[src/rtl/adc_rd_pkg.sv]
package adc_rd_pkg;

  typedef enum logic [1:0] {
    ST_IDLE  = 2'd0,
    ST_SETUP = 2'd1,
    ST_XFER  = 2'd2,
    ST_DESEL = 2'd3
  } rd_state_t;

  // Minimum link timing in nanoseconds.
  localparam int MIN_HALF_NS   = 65;
  localparam int MIN_PERIOD_NS = 208;
  localparam int MAX_PERIOD_NS = 10000;  // keeps the serial clock at or above 100 kHz
  localparam int MIN_SETUP_NS  = 100;
  localparam int MIN_DESEL_NS  = 50;

  function automatic int sclk_period_ns(input int clk_ns, input int div_half);
    return 2 * div_half * clk_ns;
  endfunction

  function automatic bit timing_ok(input int clk_ns, input int div_half,
                                   input int setup_cyc, input int desel_cyc);
    int per;
    per = sclk_period_ns(clk_ns, div_half);
    return (div_half >= 1) && (setup_cyc >= 1) && (desel_cyc >= 1) &&
           (div_half * clk_ns >= MIN_HALF_NS) &&
           (per >= MIN_PERIOD_NS) && (per <= MAX_PERIOD_NS) &&
           (setup_cyc * clk_ns >= MIN_SETUP_NS) &&
           (desel_cyc * clk_ns >= MIN_DESEL_NS);
  endfunction

endpackage

[src/rtl/adc_rd_sclk_gen.sv]
module adc_rd_sclk_gen #(
  parameter int DIV_HALF = 11,
  parameter int HALVES   = 48
) (
  input  logic clk,
  input  logic rst_n,
  input  logic run,
  output logic sclk,
  output logic rise_now,
  output logic last_fall
);
  localparam int DW = $clog2(DIV_HALF + 1);
  localparam int HW = $clog2(HALVES + 1);

  logic [DW-1:0] div_q;
  logic [HW-1:0] half_q;
  logic          div_end;

  assign div_end   = run && (div_q == DW'(DIV_HALF - 1));
  assign rise_now  = div_end && !sclk;
  assign last_fall = div_end && sclk && (half_q == HW'(HALVES - 1));

  always_ff @(posedge clk or negedge rst_n) begin
    if (!rst_n) begin
      div_q  <= '0;
      half_q <= '0;
      sclk   <= 1'b0;
    end else if (!run) begin
      div_q  <= '0;
      half_q <= '0;
      sclk   <= 1'b0;
    end else if (div_end) begin
      div_q  <= '0;
      half_q <= half_q + 1'b1;
      sclk   <= ~sclk;
    end else begin
      div_q  <= div_q + 1'b1;
    end
  end

  // Length of the current high phase, for the checker below.
  logic [DW:0] hi_run;
  always_ff @(posedge clk or negedge rst_n) begin
    if (!rst_n)    hi_run <= '0;
    else if (sclk) hi_run <= hi_run + 1'b1;
    else           hi_run <= '0;
  end


  half_period_chk: assert property (@(posedge clk) disable iff (!rst_n)
    ($fell(sclk) && $past(run)) |-> (hi_run == (DW+1)'(DIV_HALF)));

endmodule

[src/rtl/adc_rd_shift.sv]
module adc_rd_shift #(
  parameter int W = 24
) (
  input  logic         clk,
  input  logic         rst_n,
  input  logic         clr,
  input  logic         en,
  input  logic         din,
  output logic [W-1:0] q
);
  always_ff @(posedge clk or negedge rst_n) begin
    if (!rst_n)   q <= '0;
    else if (clr) q <= '0;
    else if (en)  q <= {q[W-2:0], din};
  end
endmodule

[src/rtl/adc_rd_ctrl.sv]
module adc_rd_ctrl #(
  parameter int CLK_NS    = 10,
  parameter int DIV_HALF  = 11,
  parameter int SETUP_CYC = 10,
  parameter int DESEL_CYC = 5,
  parameter int DATA_W    = 16,
  parameter int LEAD_W    = 8
) (
  input  logic              clk,
  input  logic              rst_n,
  input  logic              start,
  input  logic              abort,
  input  logic              sdi,
  output logic              sclk,
  output logic              cs_n,
  output logic              busy,
  output logic [DATA_W-1:0] result,
  output logic              valid,
  output logic              frame_err
);
  import adc_rd_pkg::*;

  localparam int FRAME_W = DATA_W + LEAD_W;
  localparam int HALVES  = 2 * FRAME_W;
  localparam int TMAX    = (SETUP_CYC > DESEL_CYC) ? SETUP_CYC : DESEL_CYC;
  localparam int TW      = $clog2(TMAX + 1);

  if (!timing_ok(CLK_NS, DIV_HALF, SETUP_CYC, DESEL_CYC)) begin : g_timing_bad
    $error("adc_rd_ctrl: divider, setup or deselect parameters violate link timing");
  end

  rd_state_t          state;
  logic [TW-1:0]      tcnt;
  logic [FRAME_W-1:0] rx_word;

  // Named internal events.
  logic run, rise_now, frame_end, setup_done, desel_done, accept, lead_bad;

  assign busy       = (state != ST_IDLE);
  assign accept     = (state == ST_IDLE) && start;
  assign run        = (state == ST_XFER) && !abort;
  assign setup_done = (tcnt == TW'(SETUP_CYC - 1));
  assign desel_done = (tcnt == TW'(DESEL_CYC - 1));
  assign lead_bad   = |rx_word[FRAME_W-1:DATA_W];

  adc_rd_sclk_gen #(.DIV_HALF(DIV_HALF), .HALVES(HALVES)) u_sclk (
    .clk(clk), .rst_n(rst_n), .run(run),
    .sclk(sclk), .rise_now(rise_now), .last_fall(frame_end)
  );

  adc_rd_shift #(.W(FRAME_W)) u_rx (
    .clk(clk), .rst_n(rst_n), .clr(accept), .en(rise_now), .din(sdi), .q(rx_word)
  );

  always_ff @(posedge clk or negedge rst_n) begin
    if (!rst_n) begin
      state     <= ST_IDLE;
      cs_n      <= 1'b1;
      tcnt      <= '0;
      valid     <= 1'b0;
      result    <= '0;
      frame_err <= 1'b0;
    end else begin
      valid <= 1'b0;
      case (state)
        ST_IDLE: if (start) begin
          state <= ST_SETUP;
          cs_n  <= 1'b0;
          tcnt  <= '0;
        end
        ST_SETUP: if (abort) begin
          state <= ST_DESEL;
          cs_n  <= 1'b1;
          tcnt  <= '0;
        end else if (setup_done) begin
          state <= ST_XFER;
          tcnt  <= '0;
        end else begin
          tcnt  <= tcnt + 1'b1;
        end
        ST_XFER: if (abort) begin
          state <= ST_DESEL;
          cs_n  <= 1'b1;
          tcnt  <= '0;
        end else if (frame_end) begin
          state  <= ST_DESEL;
          cs_n   <= 1'b1;
          tcnt   <= '0;
          valid  <= 1'b1;
          result <= rx_word[DATA_W-1:0];
          if (lead_bad) frame_err <= 1'b1;
        end
        ST_DESEL: if (desel_done) state <= ST_IDLE;
                  else            tcnt  <= tcnt + 1'b1;
        default: state <= ST_IDLE;
      endcase
    end
  end

  // Checker-side interval counters.
  logic [15:0] lo_len, hi_len;
  always_ff @(posedge clk or negedge rst_n) begin
    if (!rst_n) begin
      lo_len <= '0;
      hi_len <= '1;
    end else begin
      lo_len <= cs_n ? '0 : ((lo_len == '1) ? lo_len : lo_len + 1'b1);
      hi_len <= !cs_n ? '0 : ((hi_len == '1) ? hi_len : hi_len + 1'b1);
    end
  end


  idle_clock_low_chk: assert property (@(posedge clk) disable iff (!rst_n)
    cs_n |-> !sclk);


  setup_time_chk: assert property (@(posedge clk) disable iff (!rst_n)
    $rose(sclk) |-> (int'(lo_len) >= SETUP_CYC));


  deselect_time_chk: assert property (@(posedge clk) disable iff (!rst_n)
    $fell(cs_n) |-> (int'(hi_len) >= DESEL_CYC));


  valid_at_cs_rise_chk: assert property (@(posedge clk) disable iff (!rst_n)
    valid |-> $rose(cs_n));


  frame_err_sticky_chk: assert property (@(posedge clk) disable iff (!rst_n)
    $past(frame_err) |-> frame_err);


  abort_quiet_chk: assert property (@(posedge clk) disable iff (!rst_n)
    ($past(abort) && $past(busy)) |-> (cs_n && !sclk && !valid));

endmodule

[config.mk]
export PLATFORM = sky130hd
export DESIGN_NAME = adc_rd_ctrl
export DESIGN_NICKNAME = d
export VERILOG_FILES = /design/src/rtl/adc_rd_pkg.sv /design/src/rtl/adc_rd_sclk_gen.sv /design/src/rtl/adc_rd_shift.sv /design/src/rtl/adc_rd_ctrl.sv
export SDC_FILE = /design/constraint.sdc
export NUM_CORES = 1
export LEC_CHECK = 0
export BUFFER_PORTS_ARGS = -buffer_cell sky130_fd_sc_hd__buf_2
export CAP_MARGIN = 25
export CORE_MARGIN = 1.5
export CORE_UTILIZATION = 50
export DETAILED_ROUTE_END_ITERATION = 10
export HOLD_SLACK_MARGIN = 0.08
export PLACE_DENSITY_LB_ADDON = 0.25
export RECOVER_POWER = 50
export SETUP_SLACK_MARGIN = 0.4
export SYNTH_ARGS = -nofsm -noshare
export SYNTH_HDL_FRONTEND = slang
export SYNTH_SLANG_ARGS = --single-unit
[constraint.sdc]
create_clock -name clk -period 3.2 [get_ports clk]
set_clock_uncertainty 0.05 [all_clocks]
set_input_delay 0.48 -clock clk [delete_from_list [all_inputs] [get_ports clk]]
set_output_delay 0.48 -clock clk [all_outputs]
set_load 0.01 [all_outputs]
## Yosys cells after proc, flatten, opt, wreduce, memory -nomap -nowiden

Index checks and enable logic that the tools add are counted.

- Register bits: 60
- Logic and storage cells: 77

- Add/sub/neg operators: 3
- Equal/unequal tests: 14
- Muxes and demuxes: 30
- Bitwise logic cells: 2
- Reductions and logical operators: 18

Operator list:

| operator | count |
|---|---|
| two-way mux 24 bit | 2 |
| two-way mux 4 bit | 8 |
| one-hot mux 4 bit (4 select lines) | 1 |
| two-way mux 2 bit | 6 |
| two-way mux 6 bit | 2 |
| AND reduction 4 bit | 3 |
| != test 2 bit, second input constant | 5 |
| two-way mux 1 bit | 9 |
| adder 4 x 1 -> 4 bit, second input constant | 2 |
| == test 4 bit, second input constant | 2 |
| one-hot mux 2 bit (4 select lines) | 1 |
| OR reduction 8 bit | 1 |
| adder 6 x 1 -> 6 bit, second input constant | 1 |
| == test 6 bit, second input constant | 1 |
| logical AND 1 bit | 6 |
| != test 3 bit, second input constant | 2 |
| AND reduction 3 bit | 2 |
| == test 2 bit, second input constant | 2 |
| == test 4 x 3 -> 1 bit, second input constant | 1 |
| nonzero test 2 bit | 2 |
| one-hot mux 1 bit (3 select lines) | 1 |
| nonzero test 3 bit | 1 |
| == test 2 x 1 -> 1 bit, second input constant | 1 |
| zero test 1 bit | 2 |
| other kinds (2) | 3 |

## Depth between registers and ports, before layout

- Word-level depth: 8
- Depth in mapped cells: 8

## Hierarchy

Synthesis repeated with hierarchy kept, for this count alone.

- Cells, all modules: 226
- Area, all modules: 2,812.7 µm²

By module, submodules not included:

| module | times used | cells an instance | area an instance (µm²) | seq. area each (µm²) |
|---|---|---|---|---|
| adc_rd_ctrl | 1 | 96 | 1,273.7 | 626.9 |
| adc_rd_shift | 1 | 77 | 989.7 | 600.6 |
| adc_rd_sclk_gen | 1 | 53 | 549.3 | 275.3 |

## Worst setup path before layout

No wires, ideal clock.

- Path kind: reg2reg
- Start point: reg u_sclk.div_q[0]
- End point: reg result[0]
- Library setup time: 0.125 ns
- Data arrival time: 1.887 ns
- Setup slack: 1.138 ns
- Stages on the path, launching flop included: 8
- Buffers on the path: 1
- Period minus slack after synthesis: 2.062 ns
- Cells stage by stage: dfrtp_1 inv_1 ha_1 nand3b_4 or2_4 nor3_4 buf_6 mux2_2

- Word-level cells in the longest chain between the ends: 5

Ends and longest elaborated chain:

| item | RTL line | RTL |
|---|---|---|
| from (decl) | adc_rd_sclk_gen.sv:15 | `logic [DW-1:0] div_q;` |
| from (signal assigned) | adc_rd_sclk_gen.sv:37 | `div_q <= div_q + 1'b1;` |
| == test 4 bit | adc_rd_sclk_gen.sv:19 | `assign div_end = run && (div_q == DW'(DIV_HALF - 1));` |
| logical AND 1 bit | adc_rd_sclk_gen.sv:19 |  |
| logical AND 1 bit (2 in a row) | adc_rd_sclk_gen.sv:21 | `assign last_fall = div_end && sclk && (half_q == HW'(HALVES - 1));` |
| AND reduction 3 bit (no source line) | - |  |
| to (signal assigned) | adc_rd_ctrl.sv:90 | `result <= rx_word[DATA_W-1:0];` |
| to (decl) | adc_rd_ctrl.sv:17 | `output logic [DATA_W-1:0] result,` |

No other way between the ends.
A chain may end at the register's enable or synchronous reset.

## Worst setup path after layout

- Start point: reg u_sclk.div_q[0]
- End point: reg result[3]

Same word-level chain as after synthesis.

==> qor.txt <==
Worst setup path class -> register to register
Sequential share of power -> 0.418
Combinational Power Share -> 0.203
Worst r2r src -> u_sclk.div_q[0]$_DFF_PN0_
Total global-route track usage -> 0.191
Req. time, crit path -> 3.36 ns
Compound-Gate Fraction of Synth Area -> 0.0989
Area share of the largest cell type after synthesis -> 0.538
Vias in the first global route -> 1986
DRC -> 0
Main synth FF type -> dfrtp_1
Core ar. -> 5200 um2
Avg Cell Area, Syn -> 10.7 um2
Met3 Use GR -> 0.0440
DRT iter0 DRCs -> 118
Die ar. -> 5940 um2
Die W -> 77.1 um
WL/cell -> 13.8 um
Maximum level of the CTS H-tree -> 3
Min-Delay Endpoint -> u_rx.q[0]$_DFFE_PN0P_
Worst r2r path cells -> 7
Number of nets in the layout -> 302
VDD IR-drop max -> 0.000421 V
Post-Syn Nets -> 273
Hold Crit Start -> sdi
Die Y -> 77.1 um
Largest family of logic cells by synthesized area -> simple AND/OR/NAND/NOR gates
Headroom to the max-slew limit -> 0.177
Fin crit period -> 2.32 ns
Largest net degree at the start of global routing -> 39
Grt total ovfl -> 0
Post-synth EDFFs -> 0
Post-Synth Adder-Cell Area -> 0.0501
Boundary Pins -> 26
Worst Setup End Kind -> register
Hold Crit Depth -> 3
CTS tree -> yes
Post-Synth Simple-Gate Area -> 0.170
Hold Path Class -> input pin to register
Clock sink count -> 60
Setup TNS -> 0 ns
DP HPWL -> 3.24 mm
Async set-reset flop share out of synthesis -> 1.00
Total power -> 0.00202 W
Worst-path clk slew -> 0.06 ns
Site row count -> 26
Drt total wl -> 4.97 mm
Clock root cell -> clkbuf_8
FILL cells -> 467
Max-Cap Viols -> 0
R2R Setup Slk -> 0.88 ns
Clock Latency Late Sink -> 0.33 ns
Area grow syn2layout -> 14.1%
Antenna Nets Post-Route -> 0
Vias/cell -> 5.34
Status -> completed
Largest fanout on the critical path -> 17
Max-slew violations -> 0
Post-Syn Area -> 2750 um2
First-pass GRT wire length -> 8.84 mm
Router iterations before antenna repair -> 4
Leak Pwr -> 1.44 nW
Net Sw Frac -> 0.276
Routability cong. -> 0.804
Switching power -> 0.000558 W
GRT met2 Usage -> 0.312
Synth area leader -> dfrtp_1
Final WS setup -> 0.882 ns
Arrival time worst endpoint -> 2.47 ns
Power share of the clock group -> 0.379
Most used routing layer -> met2
Fmax -> 431 MHz
Distinct cell type count after synthesis -> 43
PortBufs -> 25
RSZ-0062 raised after global routing -> false
Top cells by area, synth -> dfrtp_1, mux2_2, nand2_1
CTS Buf Count -> 9
CP Launch Type -> register
Initial antenna violation count -> 0
Mapped Cells -> 257
Sequential fraction of the synthesis area -> 0.547
Final setup violation count -> 0
Vias -> 1927
Power Dens Cells -> 645 nW/um2
Period utilization -> 0.724
Synth Warn # -> 0
Hold Fails Final Rpt -> 0
Clk buf depth -> 2
Mux cell area share after synthesis -> 0.0816
Initial core utilization -> 0.527
Synth Area in XOR/XNOR -> 0.0223
FF+latch count, synth -> 60
Placement Setup Slack -> 1.02 ns
Worst slew pin tran -> 1.23 ns
N_diodes -> 0
Critical R2R Capture -> result[3]$_DFFE_PN0P_
Fraction of layout cells with a size suffix above 1 -> 0.155
Cell-internal power -> 0.00146 W
Met1 usage -> 0.234
cell usage in the layout, fill, tap and decap left out, drive strengths merged, types with 2 or more instances in the layout:
master  count
dfrtp      59
nand2      57
clkbuf     33
a21oi      26
mux2       19
nor2       11
ha         11
buf         9
inv         7
nand3       5
nor3        5
xnor2       4
nor2b       3
nand3b      3
xor2        3
o21ai       3
a31oi       3
nand2b      2
or3         2
and3b       2
nor4        2
bufinv      2
layer usage:
| metal | vias to the layer above | part of all wire |
|---|---|---|
| li1 | 935 | - |
| met1 | 960 | 0.47 |
| met2 | 28 | 0.50 |
| met3 | 4 | 0.029 |
| met4 | 0 | 0.0072 |
| met5 | - | 0 |
what timing repair did:
item,in CTS,in global routing
resized for setup,0,0
endpoints found under the setup margin,0,0
hold buffers,1,0
endpoints found under the hold margin,21,0
buffers inserted,0,0
cells by family after synthesis:
| group | count (synthesis) |
|---|---|
| simple gates | 97 |
| compound gates | 43 |
| buf+inv | 19 |
| mux | 20 |
| xor+xnor | 7 |
| flops | 60 |
| fa+ha+maj | 11 |
layout make-up:
class	instances	area, um2	area share
repair buffers	30	140	0.0447
flip-flops and latches	60	1500	0.480
clock inverters	3	68.8	0.0220
clock buffers	13	159	0.0507
multi-input cells	178	1150	0.366
inverters	7	26.3	0.00839
well taps	70	87.6	0.0280
critical path, stage by stage (launching register included):
cell and delay [ns]:
dfrtp_1 0.40, inv_1 0.07, ha_1 0.15, nand3b_1 0.29, or2_0 0.42, nor3_4 0.18, buf_4 0.27, mux2_2 0.36
how the worst max path moves through the flow:
stage / depth (start not counted) / slack [ns] / endpoint / startpoint
floorplan: 7 / 1.14 / result[0]$_DFFE_PN0P_ / u_sclk.div_q[0]$_DFF_PN0_
global placement: 7 / 1.08 / u_rx.q[8]$_DFFE_PN0P_ / state[0]$_DFFE_PN0P_
detailed placement: 7 / 1.02 / u_rx.q[12]$_DFFE_PN0P_ / state[0]$_DFFE_PN0P_
CTS: 7 / 1.0 / u_rx.q[12]$_DFFE_PN0P_ / state[0]$_DFFE_PN0P_
global route: 7 / 0.66 / result[1]$_DFFE_PN0P_ / u_sclk.div_q[0]$_DFF_PN0_
finish: 7 / 0.88 / result[3]$_DFFE_PN0P_ / u_sclk.div_q[0]$_DFF_PN0_
flip-flops by register name (all words and copies together) (netlist names):
signal         count
valid              1
frame_err          1
result            16
tcnt               4
u_sclk.half_q      6
u_sclk.div_q       4
cs_n               1
u_rx.q            24
u_sclk.sclk        1
state              2
synthesized netlist by cell type (2+ instances only):
| cell type | instances |
|---|---|
| dfrtp_1 | 59 |
| nand2_1 | 57 |
| a21oi_1 | 26 |
| mux2_2 | 19 |
| ha_1 | 11 |
| nor2_1 | 11 |
| clkbuf_1 | 10 |
| inv_1 | 7 |
| nand3_1 | 5 |
| xnor2_1 | 4 |
| a31oi_1 | 3 |
| nor2b_1 | 3 |
| nor3_1 | 3 |
| o21ai_0 | 3 |
| xor2_1 | 3 |
| and3b_1 | 2 |
| nand2b_1 | 2 |
| nand3b_1 | 2 |
| nor4_1 | 2 |
| or3_1 | 2 |
per-stage QoR:
step,hold slack [ns],cells,cell area [um2],utilization
final,0.337,361,3130,0.602
after global routing,0.339,361,3130,0.602
after CTS,0.321,361,3170,0.609
after detailed placement,0.421,344,2930,0.564
after global placement,0.404,344,2930,0.564
after floorplan,0.134,257,2750,-
power groups by stage:
| stage | logic [W] | registers [W] | clock network (W) |
|---|---|---|---|
| floorplan | 0.000312 | 0.000853 | 0 |
| global placement | 0.000402 | 0.000857 | 0 |
| detailed placement | 0.000408 | 0.000861 | 0 |
| CTS | 0.000418 | 0.000847 | 0.000786 |
| global route | 0.000469 | 0.000854 | 0.000815 |
| finish | 0.000410 | 0.000844 | 0.000765 |
Note: power is estimated with default switching activity, not from simulation.
